$ cat src/rtl/memtest_pkg.sv
package memtest_pkg;
  typedef enum logic [1:0] {
    ST_IDLE  = 2'd0,
    ST_WRITE = 2'd1,
    ST_READ  = 2'd2
  } mt_state_e;
endpackage

$ cat src/rtl/memtest_sizer.sv
module memtest_sizer #(
  parameter int ADDR_W = 32,
  parameter int GEO_W  = 5
) (
  input  logic [GEO_W-1:0]    row_bits,
  input  logic [GEO_W-1:0]    col_bits,
  input  logic [GEO_W-1:0]    bank_bits,
  input  logic                half_bus,
  output logic [ADDR_W-1:0]   size_bytes,
  output logic [ADDR_W-3:0]   last_idx
);
  localparam int EXP_W = GEO_W + 2;
  localparam int IDX_W = ADDR_W - 2;

  logic [EXP_W-1:0] expo;

  always_comb begin
    expo = EXP_W'(row_bits) + EXP_W'(col_bits) + EXP_W'(bank_bits)
         + (half_bus ? EXP_W'(1) : EXP_W'(2));
    size_bytes = ADDR_W'(1) << expo;
    last_idx   = IDX_W'((size_bytes >> 2) - ADDR_W'(1));
  end
endmodule

$ cat src/rtl/memtest_seq.sv
module memtest_seq
  import memtest_pkg::*;
#(
  parameter int ADDR_W = 32,
  parameter int DATA_W = 32
) (
  input  logic              clk,
  input  logic              rst_n,
  input  logic              start,
  input  logic [ADDR_W-1:0] base_addr,
  input  logic [ADDR_W-1:0] size_in,
  input  logic [ADDR_W-3:0] last_in,
  input  logic              mem_ack,
  input  logic [DATA_W-1:0] mem_rdata,
  output logic              mem_req,
  output logic              mem_we,
  output logic [ADDR_W-1:0] mem_addr,
  output logic [DATA_W-1:0] mem_wdata,
  output logic              busy,
  output logic              start_acc,
  output logic              finish,
  output logic              fail_hit,
  output logic [ADDR_W-1:0] size_q
);
  localparam int IDX_W = ADDR_W - 2;

  mt_state_e         state_q, state_d;
  logic [IDX_W-1:0]  idx_q, idx_d;
  logic [IDX_W-1:0]  last_q;
  logic [ADDR_W-1:0] base_q;
  logic              at_last, mismatch, rd_ack;

  always_comb begin
    busy      = (state_q != ST_IDLE);
    start_acc = start && !busy;
    at_last   = (idx_q == last_q);
    mem_req   = busy;
    mem_we    = (state_q == ST_WRITE);
    mem_addr  = base_q + {idx_q, 2'b00};
    mem_wdata = DATA_W'(idx_q);
    mismatch  = (mem_rdata != mem_wdata);
    rd_ack    = (state_q == ST_READ) && mem_ack;
    fail_hit  = rd_ack && mismatch;
    finish    = rd_ack && (mismatch || at_last);
  end

  always_comb begin
    state_d = state_q;
    idx_d   = idx_q;
    unique case (state_q)
      ST_IDLE: if (start_acc) begin
        state_d = ST_WRITE;
        idx_d   = '0;
      end
      ST_WRITE: if (mem_ack) begin
        if (at_last) begin
          state_d = ST_READ;
          idx_d   = '0;
        end else begin
          idx_d = idx_q + IDX_W'(1);
        end
      end
      ST_READ: if (mem_ack) begin
        if (mismatch || at_last) state_d = ST_IDLE;
        else                     idx_d   = idx_q + IDX_W'(1);
      end
      default: state_d = ST_IDLE;
    endcase
  end

  always_ff @(posedge clk or negedge rst_n) begin
    if (!rst_n) begin
      state_q <= ST_IDLE;
      idx_q   <= '0;
      last_q  <= '0;
      base_q  <= '0;
      size_q  <= '0;
    end else begin
      state_q <= state_d;
      idx_q   <= idx_d;
      if (start_acc) begin
        last_q <= last_in;
        base_q <= base_addr;
        size_q <= size_in;
      end
    end
  end
endmodule

$ cat src/rtl/memtest_report.sv
module memtest_report #(
  parameter int ADDR_W = 32,
  parameter int DATA_W = 32
) (
  input  logic              clk,
  input  logic              rst_n,
  input  logic              start_acc,
  input  logic              finish,
  input  logic              fail_hit,
  input  logic [ADDR_W-1:0] size_in,
  input  logic [ADDR_W-1:0] addr_in,
  input  logic [DATA_W-1:0] rdata_in,
  input  logic [DATA_W-1:0] expect_in,
  output logic              done,
  output logic              pass,
  output logic [ADDR_W-1:0] mem_size,
  output logic [ADDR_W-1:0] fail_addr,
  output logic [DATA_W-1:0] fail_rdata,
  output logic [DATA_W-1:0] fail_expect
);
  logic load_en;
  assign load_en = start_acc || finish;

  always_ff @(posedge clk or negedge rst_n) begin
    if (!rst_n) begin
      done        <= 1'b0;
      pass        <= 1'b0;
      mem_size    <= '0;
      fail_addr   <= '0;
      fail_rdata  <= '0;
      fail_expect <= '0;
    end else begin
      done <= finish;
      if (load_en) begin
        pass        <= finish && !fail_hit;
        mem_size    <= (finish && !fail_hit) ? size_in : '0;
        fail_addr   <= fail_hit ? addr_in   : '0;
        fail_rdata  <= fail_hit ? rdata_in  : '0;
        fail_expect <= fail_hit ? expect_in : '0;
      end
    end
  end
endmodule

$ cat src/rtl/memtest_engine.sv
module memtest_engine #(
  parameter int ADDR_W = 32,
  parameter int DATA_W = 32,
  parameter int GEO_W  = 5
) (
  input  logic              clk,
  input  logic              rst_n,
  input  logic              start,
  input  logic [ADDR_W-1:0] base_addr,
  input  logic [GEO_W-1:0]  row_bits,
  input  logic [GEO_W-1:0]  col_bits,
  input  logic [GEO_W-1:0]  bank_bits,
  input  logic              half_bus,
  output logic              mem_req,
  output logic              mem_we,
  output logic [ADDR_W-1:0] mem_addr,
  output logic [DATA_W-1:0] mem_wdata,
  input  logic              mem_ack,
  input  logic [DATA_W-1:0] mem_rdata,
  output logic              busy,
  output logic              done,
  output logic              pass,
  output logic [ADDR_W-1:0] mem_size,
  output logic [ADDR_W-1:0] fail_addr,
  output logic [DATA_W-1:0] fail_rdata,
  output logic [DATA_W-1:0] fail_expect
);
  localparam int IDX_W = ADDR_W - 2;

  logic              rst_meta, rst_sync_n;
  logic [ADDR_W-1:0] size_calc, size_held;
  logic [IDX_W-1:0]  last_calc;
  logic              start_acc, finish, fail_hit;

  always_ff @(posedge clk or negedge rst_n) begin
    if (!rst_n) begin
      rst_meta   <= 1'b0;
      rst_sync_n <= 1'b0;
    end else begin
      rst_meta   <= 1'b1;
      rst_sync_n <= rst_meta;
    end
  end

  memtest_sizer #(.ADDR_W(ADDR_W), .GEO_W(GEO_W)) u_sizer (
    .row_bits  (row_bits),
    .col_bits  (col_bits),
    .bank_bits (bank_bits),
    .half_bus  (half_bus),
    .size_bytes(size_calc),
    .last_idx  (last_calc)
  );

  memtest_seq #(.ADDR_W(ADDR_W), .DATA_W(DATA_W)) u_seq (
    .clk      (clk),
    .rst_n    (rst_sync_n),
    .start    (start),
    .base_addr(base_addr),
    .size_in  (size_calc),
    .last_in  (last_calc),
    .mem_ack  (mem_ack),
    .mem_rdata(mem_rdata),
    .mem_req  (mem_req),
    .mem_we   (mem_we),
    .mem_addr (mem_addr),
    .mem_wdata(mem_wdata),
    .busy     (busy),
    .start_acc(start_acc),
    .finish   (finish),
    .fail_hit (fail_hit),
    .size_q   (size_held)
  );

  memtest_report #(.ADDR_W(ADDR_W), .DATA_W(DATA_W)) u_report (
    .clk        (clk),
    .rst_n      (rst_sync_n),
    .start_acc  (start_acc),
    .finish     (finish),
    .fail_hit   (fail_hit),
    .size_in    (size_held),
    .addr_in    (mem_addr),
    .rdata_in   (mem_rdata),
    .expect_in  (mem_wdata),
    .done       (done),
    .pass       (pass),
    .mem_size   (mem_size),
    .fail_addr  (fail_addr),
    .fail_rdata (fail_rdata),
    .fail_expect(fail_expect)
  );
endmodule

$ cat config.mk
export PLATFORM = sky130hd
export DESIGN_NAME = memtest_engine
export DESIGN_NICKNAME = d
export VERILOG_FILES = /design/src/rtl/memtest_pkg.sv /design/src/rtl/memtest_sizer.sv /design/src/rtl/memtest_seq.sv /design/src/rtl/memtest_report.sv /design/src/rtl/memtest_engine.sv
export SDC_FILE = /design/constraint.sdc
export NUM_CORES = 1
export LEC_CHECK = 0
export ABC_AREA = 1
export BUFFER_PORTS_ARGS = -buffer_cell sky130_fd_sc_hd__buf_2
export CAP_MARGIN = 20
export CORE_ASPECT_RATIO = 1.75
export CORE_UTILIZATION = 35
export CTS_CLUSTER_SIZE = 30
export DETAILED_ROUTE_END_ITERATION = 6
export HOLD_SLACK_MARGIN = 0.12
export PLACE_DENSITY_LB_ADDON = 0.3
export SYNTH_ARGS = -nofsm -noshare
export SYNTH_HDL_FRONTEND = slang
export SYNTH_SLANG_ARGS = --single-unit
$ cat constraint.sdc
create_clock -name clk -period 19.8 [get_ports clk]
set_clock_uncertainty 0.1 [all_clocks]
set_input_delay 1.98 -clock clk [delete_from_list [all_inputs] [get_ports clk]]
set_output_delay 1.98 -clock clk [all_outputs]
set_load 0.1 [all_outputs]
==> run metrics, run 1 <==
Die Ht=271 µm; Skew-Pair Late Insertion Delay=0.57 ns; gpl congestion=0.973; dominant cell type by area after synthesis=dfrtp_1; Core ar.=40800 µm²; Non-Filler Instances=2726; Pleak=9.35 nW; nature of the critical path endpoint=flip-flop; Primary FF master, synth=dfrtp_1; WP data required=20.16 ns; DR vias/cell=5.00; Worst-Margin Slew=1.13 ns; CP Data Arrival Time=6.66 ns; Max VDD drop=0.110 mV; #FFs+latches synth=256; initial antenna violation count=1; Hold Crit Class=flip-flop to flip-flop; area delta synth->final=18.5%; drt first pass iters=5; ys async rst share=1.00; Initial DRC Count=847; setup TNS after final layout=0 ns; CTS tree=yes; Final Slew Violations=0; cell row count=98; f_max=159 MHz; headroom to the max-slew limit=0.248; Post-DRT Antenna Nets=0; Ys Warns=0; share of the synthesized area in the top cell type=0.442; filler instances=4310; largest net degree at the start of global routing=95; Via Count=13600; total track usage=0.252; crit-path max FO=21; Worst-path clk slew=0.06 ns; CTS buffer count=26; Syn Std Cell Area=14500 µm²; Final Hold Vio Count=0; final wirelength=52900 µm; PortBufs=276; min cycle time layout=6.31 ns; Clock Sinks=256; Root Buffer Master=clkbuf_16; H-tree depth=1; placed inst area=16300 µm²; fin crit share=0.319; startpoint types=input port; global-route wire length before repair=80200 µm; Seq/Total Area, Yosys=0.442; final net count=2294; Max-cap violations=0; Initial Util=0.355; outcome=finished clean; Remaining DRCs=0; number of flops mapped to enable cells by yosys=0; HPWL after detailed placement=40200 µm; Yosys cell types=43; CP Class=input port to flip-flop; post-cts sizing count=0; grt ovf=0; I/O pin total=281; Wirelength per Cell=19.4 µm; cells after synthesis=1922; average size of a mapped cell=7.54 µm²; fin area=17200 µm²; RSZ-0062 raised after global routing=false; Reg area=6410 µm²; pwr/cell area=163 nW/µm²; dpl ws=12.93 ns; Multi-input gate area=7100 µm²; Final Worst Setup Slack=13.49 ns; largest cells by area after synthesis=dfrtp_1 (44%), nand2_1 (18%), o21ai_0 (5.1%), ha_1 (4.2%), nand3_1 (3.8%); Die W=156 µm; Cell Count Post-Placement=2678; share of layout cells above drive strength 1=0.163; cts hold-fix bufs=0; vias in the first global route=14100; Post-CTS Setup Bufs=0; Max clock buf depth=3; Die Area=42200 µm²; setup violators final=0
-- worst max-delay path, stage by stage --
cell and delay, ns:
buf_2 0.11, ha_1 0.20, fa_1 0.50, fa_1 0.41, ha_1 0.25, fa_1 0.41
xor2_1 0.65, inv_1 0.53, nand3_1 0.33, ha_1 0.21, inv_1 0.07, nor2_1 0.15
nand3_1 0.27, nor2_1 0.33, nand3_1 0.12, nand2_1 0.09, inv_1 0.04
-- registers in the layout, indices dropped and copies added (netlist names) --
name and count:
u_report.done 1, u_seq.idx_q 30, rst_sync_n 1, u_seq.state_q 2
u_seq.last_q 30, u_report.fail_addr 32, u_report.fail_rdata 32, u_report.fail_expect 30
u_seq.size_q 32, u_seq.base_q 32, rst_meta 1, u_report.mem_size 32
u_report.pass 1
-- path summary, 6_finish.rpt --
path,startpoint,to,slack [ns],depth (start not counted)
worst max-delay path,row_bits[0],u_seq.last_q[24],13.49,17
worst min-delay path,rst_meta,rst_sync_n,0.25,0
worst max register to register,u_seq.idx_q[19],u_report.fail_expect[13],15.45,12
worst min register to register,rst_meta,rst_sync_n,0.25,0
max in group asynchronous,rst_sync_n,u_report.pass,17.08,2
min in group asynchronous,rst_sync_n,u_report.mem_size[1],0.33,0
-- cells in the final DEF (no fill, tap or decap), drive strengths merged --
cell and n:
dfrtp 256, nand3 111, a21boi 3, xor2 55, o21a 2, clkinv 5, and2 4, or2 4
o2111ai 2, clkinvlp 2, ha 49, inv 153, nand2 704, nor3 26, fa 5, a21oi 49
a311oi 1, conb 5, o21ai 151, o22ai 14, bufinv 1, a2bb2oi 1, clkbuf 38, nor2 124
a31oi 9, o21bai 2, nor4 12, o221ai 1, o31ai 1, nand4 32, a21o 5, xnor2 31
diode 1, buf 294, o211ai 1, nand3b 21, and3 1
-- through the flow --
stage | utilization | total power, mW | hold WS, ns
CTS | 0.420 | 2.82 | 0.256
finish | 0.420 | 2.80 | 0.251
detailed placement | 0.399 | 2.30 | 0.242
global placement | 0.399 | 2.29 | 0.237
global route | 0.420 | 2.95 | 0.278
floorplan | - | 1.99 | 0.231
-- metal layers --
metal	vias to the layer above	GRT usage	wire, µm
met2	385	0.504	29700
met1	6485	0.242	18300
met3	135	0.0250	1800
met4	0	0.146	3100
met5	-	0	0
li1	6632	-	-
-- logic make-up (layout without fill, tap and decap cells) --
logic type / count (synthesis) / in the layout / synth area share
DFF: 256 / 256 / 0.442
xor gates and xnor gates: 86 / 86 / 0.0525
buffers and inverters: 243 / 493 / 0.0690
adders and majority gates: 54 / 54 / 0.0492
other: 2 / 6 / 0.000519
and+or+nand+nor: 1039 / 1039 / 0.297
AOI/OAI and AO/OA: 242 / 242 / 0.0893
-- Yosys cell counts (3+ instances only) --
cell	instances
o21ai_0	149
nor2_1	120
ha_1	49
o22ai_1	14
nor4_1	12
buf_4	7
nand4_1	32
fa_1	5
a21oi_1	49
nand3_1	111
clkbuf_1	50
nand3b_1	21
inv_1	148
and2_1	4
xnor2_1	31
xor2_1	54
buf_6	4
nand2_1	704
a21o_1	5
a31oi_1	9
a21boi_0	3
nor3_1	26
inv_2	3
or2_2	4
dfrtp_1	256
buf_1	5
buf_2	23
-- where the power goes --
part	internal [mW]	total, mW	switching (mW)	leakage, nW
combinational	0.271	1.53	1.26	5.53
sequential	0.664	0.756	0.0920	3.38
clock	0.292	0.515	0.224	0.432
total	1.23	2.80	1.58	9.35
-- area by class of cell --
cell class                 count  share of cell area
clock buffer                  38              0.0464
multi-input combinational   1426               0.414
sequential                   256               0.373
inverter                     152              0.0332
timing repair buffer         294              0.0884
clock inverter                 9             0.00459
antenna                        1            0.000146
tap                          550              0.0401
(Power assumes the default switching activity.)
==> run 2, diff against run 1 <==
==> constraint.sdc (replaced) <==
create_clock -name clk -period 5.7 [get_ports clk]
set_clock_uncertainty 0.1 [all_clocks]
set_input_delay 0.57 -clock clk [delete_from_list [all_inputs] [get_ports clk]]
set_output_delay 0.57 -clock clk [all_outputs]
set_load 0.1 [all_outputs]
==> run metrics, run 2 (synthesis results as in run 1) <==
Die Ht=271 µm (unchanged); Post-CTS Setup Bufs=0 (unchanged); Initial DRC Count=836 (was 847); largest net degree at the start of global routing=92 (was 95); cts hold-fix bufs=33 (was 0); filler instances=4214 (was 4310); placed inst area=16400 µm² (was 16300 µm²); clock share of power=0.189 (was 0.184); startpoint types=flip-flop (was input port); crit path to=mem_addr[25] (was u_seq.last_q[24]); Final Worst Setup Slack=0.993 ns (was 13.49 ns); CP Data Arrival Time=4.04 ns (was 6.66 ns); Max-cap violations=0 (unchanged); Worst-Margin Slew=1.03 ns (was 1.13 ns); drt first pass iters=5 (unchanged); Reg area=6410 µm² (unchanged); Seq pwr share=0.266 (was 0.270); Cell Count Post-Placement=2683 (was 2678); Comb power frac=0.546 (about the same); area delta synth->final=21.7% (was 18.5%); Multi-input gate area=7100 µm² (unchanged); Via Count=14000 (was 13600); Pint=4.40 mW (was 1.23 mW); dpl ws=0.864 ns (was 12.93 ns); Initial Util=0.355 (unchanged); Root Buffer Master=clkbuf_16 (unchanged); RSZ-0062 raised after global routing=false (unchanged); Pleak=9.55 nW (was 9.35 nW); Final Hold Vio Count=0 (unchanged); Die W=156 µm (unchanged); share of layout cells above drive strength 1=0.162 (was 0.163); nature of the critical path endpoint=output port (was flip-flop); reg2reg start=u_seq.idx_q[13] (was u_seq.idx_q[19]); Hold Crit Class=input port to flip-flop (was flip-flop to flip-flop); Wirelength per Cell=19.5 µm (was 19.4 µm); reg2reg path depth=13 (was 12); post-cts sizing count=0 (unchanged); cell row count=98 (unchanged); most frequent cells in the layout=nand2_1 (703), buf_2 (276), dfrtp_1 (255), o21ai_0 (149), inv_1 (148) (unchanged); pwr/cell area=561 nW/µm² (was 163 nW/µm²); Switch Pwr=5.50 mW (was 1.58 mW); HPWL after detailed placement=40800 µm (was 40200 µm); Clock Sinks=256 (unchanged); f_max=212 MHz; grt ovf=0 (unchanged); worst reg2reg endpoint=u_report.fail_expect[10] (was u_report.fail_expect[13]); DR vias/cell=5.05 (was 5.00); Die Area=42200 µm² (unchanged); Worst-path clk slew=0.07 ns (was 0.06 ns); fin area=17600 µm² (was 17200 µm²); R2R Setup Slk=1.56 ns (was 15.45 ns); CTS buffer count=26 (unchanged); total chip power=9.90 mW (was 2.80 mW); final net count=2333 (was 2294); total track usage=0.256 (was 0.252); PortBufs=276 (unchanged); headroom to the max-slew limit=0.304 (was 0.248); Non-Filler Instances=2764 (was 2726); Max clock buf depth=3 (unchanged); setup violators final=0 (unchanged); Final Slew Violations=0 (unchanged); fin util=0.432 (was 0.420); Sw Share=0.555 (was 0.562); min cycle time layout=4.71 ns; setup TNS after final layout=0 ns (unchanged); CP Launch Point=u_seq.idx_q[1] (was row_bits[0]); fin crit share=0.826; WP data required=5.03 ns (was 20.16 ns); global-route wire length before repair=81500 µm (was 80200 µm); H-tree depth=1 (unchanged); final wirelength=53800 µm (was 52900 µm); Remaining DRCs=0 (unchanged); Skew-Pair Late Insertion Delay=0.57 ns (about the same); I/O pin total=281 (unchanged); initial antenna violation count=0 (was 1); vias in the first global route=14200 (was 14100); worst hold slack=0.128 ns (was 0.251 ns); CP Class=flip-flop to output port (was input port to flip-flop); gpl congestion=0.952 (was 0.973); outcome=finished clean (unchanged); crit-path max FO=7 (was 21); diode count=0 (was 1); most common cell after layout, fill and taps aside=nand2_1 (unchanged); Max VDD drop=0.312 mV (was 0.110 mV); CTS tree=yes (unchanged); Core ar.=40800 µm² (unchanged); Post-DRT Antenna Nets=0 (unchanged)
==> run 2: changes by cell type in the layout (fill, tap and decap cells not counted), sizes merged <==
cell / delta
buf: +5
inv: -1
dlygate4sd3: +33
bufinv: +2
clkbuf: +1
diode: -1
clkinv: -1
==> run 2: worst max-delay path, stage by stage (launching register included) <==
cell     delay (ns)
dfrtp_1        0.53
ha_1           0.35
nand2_1        0.04
o21ai_0        0.37
a21oi_1        0.20
o21ai_0        0.85
nand2_1        0.11
nand2_1        0.19
nor2_1         0.08
o21ai_0        0.14
nand2_1        0.06
nand2_1        0.10
buf_2          0.44
==> run 2: cell type report <==
type | count | share of cell area
flip-flops and latches | 256 | 0.364
well taps | 550 | 0.0390
inverters | 152 | 0.0324
clock buffers | 38 | 0.0446
clock inverters | 9 | 0.00731
repair buffers | 333 | 0.110
multi-input cells | 1426 | 0.403
==> run 2: routing by layer <==
metal / global-route usage / wire (µm)
met1: 0.250 / 18800
met2: 0.502 / 29500
met3: 0.0242 / 1890
met4: 0.165 / 3570
met5: 0 / 0
==> run 2: worst min path at each step <==
stage	end	cells past startpoint	start	slack, ns
global placement	rst_sync_n	0	rst_meta	0.24
finish	u_seq.base_q[7]	3	base_addr[7]	0.13
detailed placement	rst_sync_n	0	rst_meta	0.24
global route	u_seq.base_q[7]	3	base_addr[7]	0.13
CTS	u_seq.base_q[7]	3	base_addr[7]	0.12
floorplan	rst_meta	0	rst_n	0.17
==> run 2: power groups by stage <==
stage	Combinational (mW)	Sequential, mW	Clock (mW)
final	5.40	2.63	1.87
after detailed placement	5.37	2.66	0
after global routing	5.77	2.69	1.97
after CTS	5.41	2.63	1.91
after floorplan	2.85	4.08	0
after global placement	5.34	2.64	0
==> run 3, diff against run 2 <==
==> constraint.sdc (replaced) <==
create_clock -name clk -period 4.9 [get_ports clk]
set_clock_uncertainty 0.1 [all_clocks]
set_input_delay 0.49 -clock clk [delete_from_list [all_inputs] [get_ports clk]]
set_output_delay 0.49 -clock clk [all_outputs]
set_load 0.1 [all_outputs]
==> run metrics, run 3 (synthesis results as in run 1) <==
grt peak-use layer=met2 (unchanged); Final Slew Violations=0 (unchanged); CP Class=flip-flop to output port (unchanged); Initial DRC Count=775 (was 836); setup TNS after final layout=0 ns (unchanged); crit-path max FO=7 (unchanged); Die W=156 µm (unchanged); min cycle time layout=4.40 ns; Max-cap violations=0 (unchanged); critical path, cell by cell=ha_1, inv_1, fa_1, o21ai_0, nand2_1, nand2_1, nand2_1, a21oi_1, a21oi_1, nor2_1, nor2_1, xnor2_2, buf_2 (was ha_1, nand2_1, o21ai_0, a21oi_1, o21ai_0, nand2_1, nand2_1, nor2_1, o21ai_0, nand2_1, nand2_1, buf_2); CP peak stage delay=0.56 ns (was 0.85 ns); Die Area=42200 µm² (unchanged); final net count=2362 (was 2333); Clock Sinks=256 (unchanged); cell row count=98 (unchanged); met1 usage=0.255 (was 0.250); most common cell after layout, fill and taps aside=nand2_1 (unchanged); post-cts sizing count=0 (unchanged); R2R Setup Slk=0.87 ns (was 1.56 ns); Max clock buf depth=3 (unchanged); HP Start=mem_rdata[8] (was base_addr[7]); Remaining DRCs=0 (unchanged); H-tree depth=1 (unchanged); initial antenna violation count=2 (was 0); area delta synth->final=24.1% (was 21.7%); Post-DRT Antenna Nets=0 (unchanged); crit-path leading delay family=compound AO/OA/AOI/OAI gates (unchanged); CP most frequent cell=nand2_1 (unchanged); grt ovf=0 (unchanged); Hold Crit Class=input port to flip-flop (unchanged); WP data required=4.31 ns (was 5.03 ns); DR vias/cell=5.03 (was 5.05); drt first pass iters=5 (unchanged); reg2reg start=u_seq.idx_q[8] (was u_seq.idx_q[13]); gpl congestion=0.999 (was 0.952); Worst-Margin Slew=0.986 ns (was 1.03 ns); HPWL after detailed placement=41300 µm (was 40800 µm); largest net degree at the start of global routing=124 (was 92); PortBufs=276 (unchanged); CTS buffer count=26 (unchanged); CP Data Arrival Time=3.81 ns (was 4.04 ns); met3 GRT Util=0.0239 (was 0.0242); outcome=finished clean (unchanged); hold-critical path depth=3 (unchanged); Final Hold Vio Count=0 (unchanged); CTS tree=yes (unchanged); fin crit share=0.897; Die Ht=271 µm (unchanged); RSZ-0062 raised after global routing=false (unchanged); Wirelength per Cell=19.6 µm (was 19.5 µm); headroom to the max-slew limit=0.337 (was 0.304); Worst-path clk slew=0.07 ns (about the same); Via Count=14100 (was 14000); pwr/cell area=653 nW/µm² (was 561 nW/µm²); most frequent cells in the layout=nand2_1 (703), buf_2 (276), dfrtp_1 (255), o21ai_0 (149), inv_1 (148) (unchanged); global-route wire length before repair=83200 µm (was 81500 µm); Skew-Pair Late Insertion Delay=0.57 ns (about the same); worst hold slack=0.139 ns (was 0.128 ns); reg2reg path depth=12 (was 13); worst reg2reg endpoint=u_report.pass (was u_report.fail_expect[10]); vias in the first global route=14500 (was 14200); setup violators final=0 (unchanged); total track usage=0.261 (was 0.256); final wirelength=54700 µm (was 53800 µm); grt met2 use=0.505 (was 0.502); Post-CTS Setup Bufs=0 (unchanged); Core ar.=40800 µm² (unchanged); Pleak=9.71 nW (was 9.55 nW); Root Buffer Master=clkbuf_16 (unchanged); share of layout cells above drive strength 1=0.168 (was 0.162); f_max=228 MHz; I/O pin total=281 (unchanged); Initial Util=0.355 (unchanged); startpoint types=flip-flop (unchanged); hold endpoint=u_report.fail_rdata[8] (was u_seq.base_q[7]); filler instances=4180 (was 4214); worst path bufs/invs=2 (was 1); Max VDD drop=0.417 mV (was 0.312 mV); Worst path slowest cell=dfrtp_1 (was o21ai_0); Multi-input gate area=7110 µm² (was 7100 µm²); Reg area=6410 µm² (unchanged); nature of the critical path endpoint=output port (unchanged)
==> run 3: changes by cell type in the layout (fill, tap and decap cells not counted), sizes merged <==
cell         before  now
dlygate4sd3      33   51
diode             0    2
buf             299  311
clkbuf           39   27
clkinv            4    8
clkinvlp          2    5
bufinv            3    8
==> run 3: layout make-up <==
| type | count | area share |
|---|---|---|
| multi-input cells | 1426 | 0.396 |
| repair buffers | 362 | 0.121 |
| diodes | 2 | 0.000278 |
| clock buffers | 27 | 0.0370 |
| inverters | 152 | 0.0317 |
| well taps | 550 | 0.0383 |
| clock inverters | 21 | 0.0189 |
| flip-flops and latches | 256 | 0.357 |
==> run 3: stage by stage <==
stage | area [µm²] | cells | util | worst slack (ns) | power [mW]
floorplan | 14500 | 1925 | - | 0.0620 | 8.07
global placement | 16500 | 2695 | 0.403 | 0.326 | 9.33
detailed placement | 16500 | 2695 | 0.403 | 0.185 | 9.39
CTS | 18000 | 2794 | 0.440 | 0.440 | 11.8
global route | 18000 | 2796 | 0.440 | 0.228 | 12.3
finish | 18000 | 2796 | 0.440 | 0.505 | 11.7
==> run 3: how the worst max path moves through the flow <==
stage	startpoint	endpoint	slack [ns]	cells past startpoint
6_report	u_seq.idx_q[0]	mem_addr[24]	0.50	13
5_1_grt	u_seq.idx_q[0]	mem_addr[24]	0.23	13
4_1_cts	u_seq.idx_q[0]	mem_addr[24]	0.44	13
3_5_place_dp	row_bits[0]	u_seq.last_q[28]	0.18	23
3_3_place_gp	row_bits[0]	u_seq.last_q[28]	0.33	23
2_1_floorplan	u_seq.idx_q[1]	mem_addr[16]	0.06	10
==> run 3: per-layer routing <==
metal / up-vias / wire length (µm) / share of wire
met5: - / 0 / 0
met4: 0 / 4030 / 0.074
met3: 181 / 1940 / 0.036
met2: 441 / 30000 / 0.55
met1: 6677 / 18700 / 0.34
li1: 6772 / - / -
==> run 3: worst register-to-register path, cell delays in order (launching register included) <==
cell and delay [ns]:
dfrtp_1 0.65, inv_1 0.29, nand2_1 0.12, nand3_1 0.07, nor4_1 0.81, nand4_1 0.41, nand2_1 0.21, nand2_1 0.11
inv_2 0.49, nor2_4 0.08, buf_4 0.36, nand2_1 0.12, o21ai_0 0.08
==> run 3: power breakdown <==
| group | internal (mW) | total (mW) | switching (mW) | leakage, nW |
|---|---|---|---|---|
| clock | 1.42 | 2.35 | 0.934 | 0.476 |
| combinational | 1.18 | 6.33 | 5.15 | 5.86 |
| sequential | 2.68 | 3.05 | 0.362 | 3.38 |
| total | 5.28 | 11.7 | 6.45 | 9.71 |
==> run 3: timing repair <==
item / CTS / global route
setup endpoints to repair: 0 / 0
hold buffers: 51 / 0
hold endpoints to repair: 51 / 0
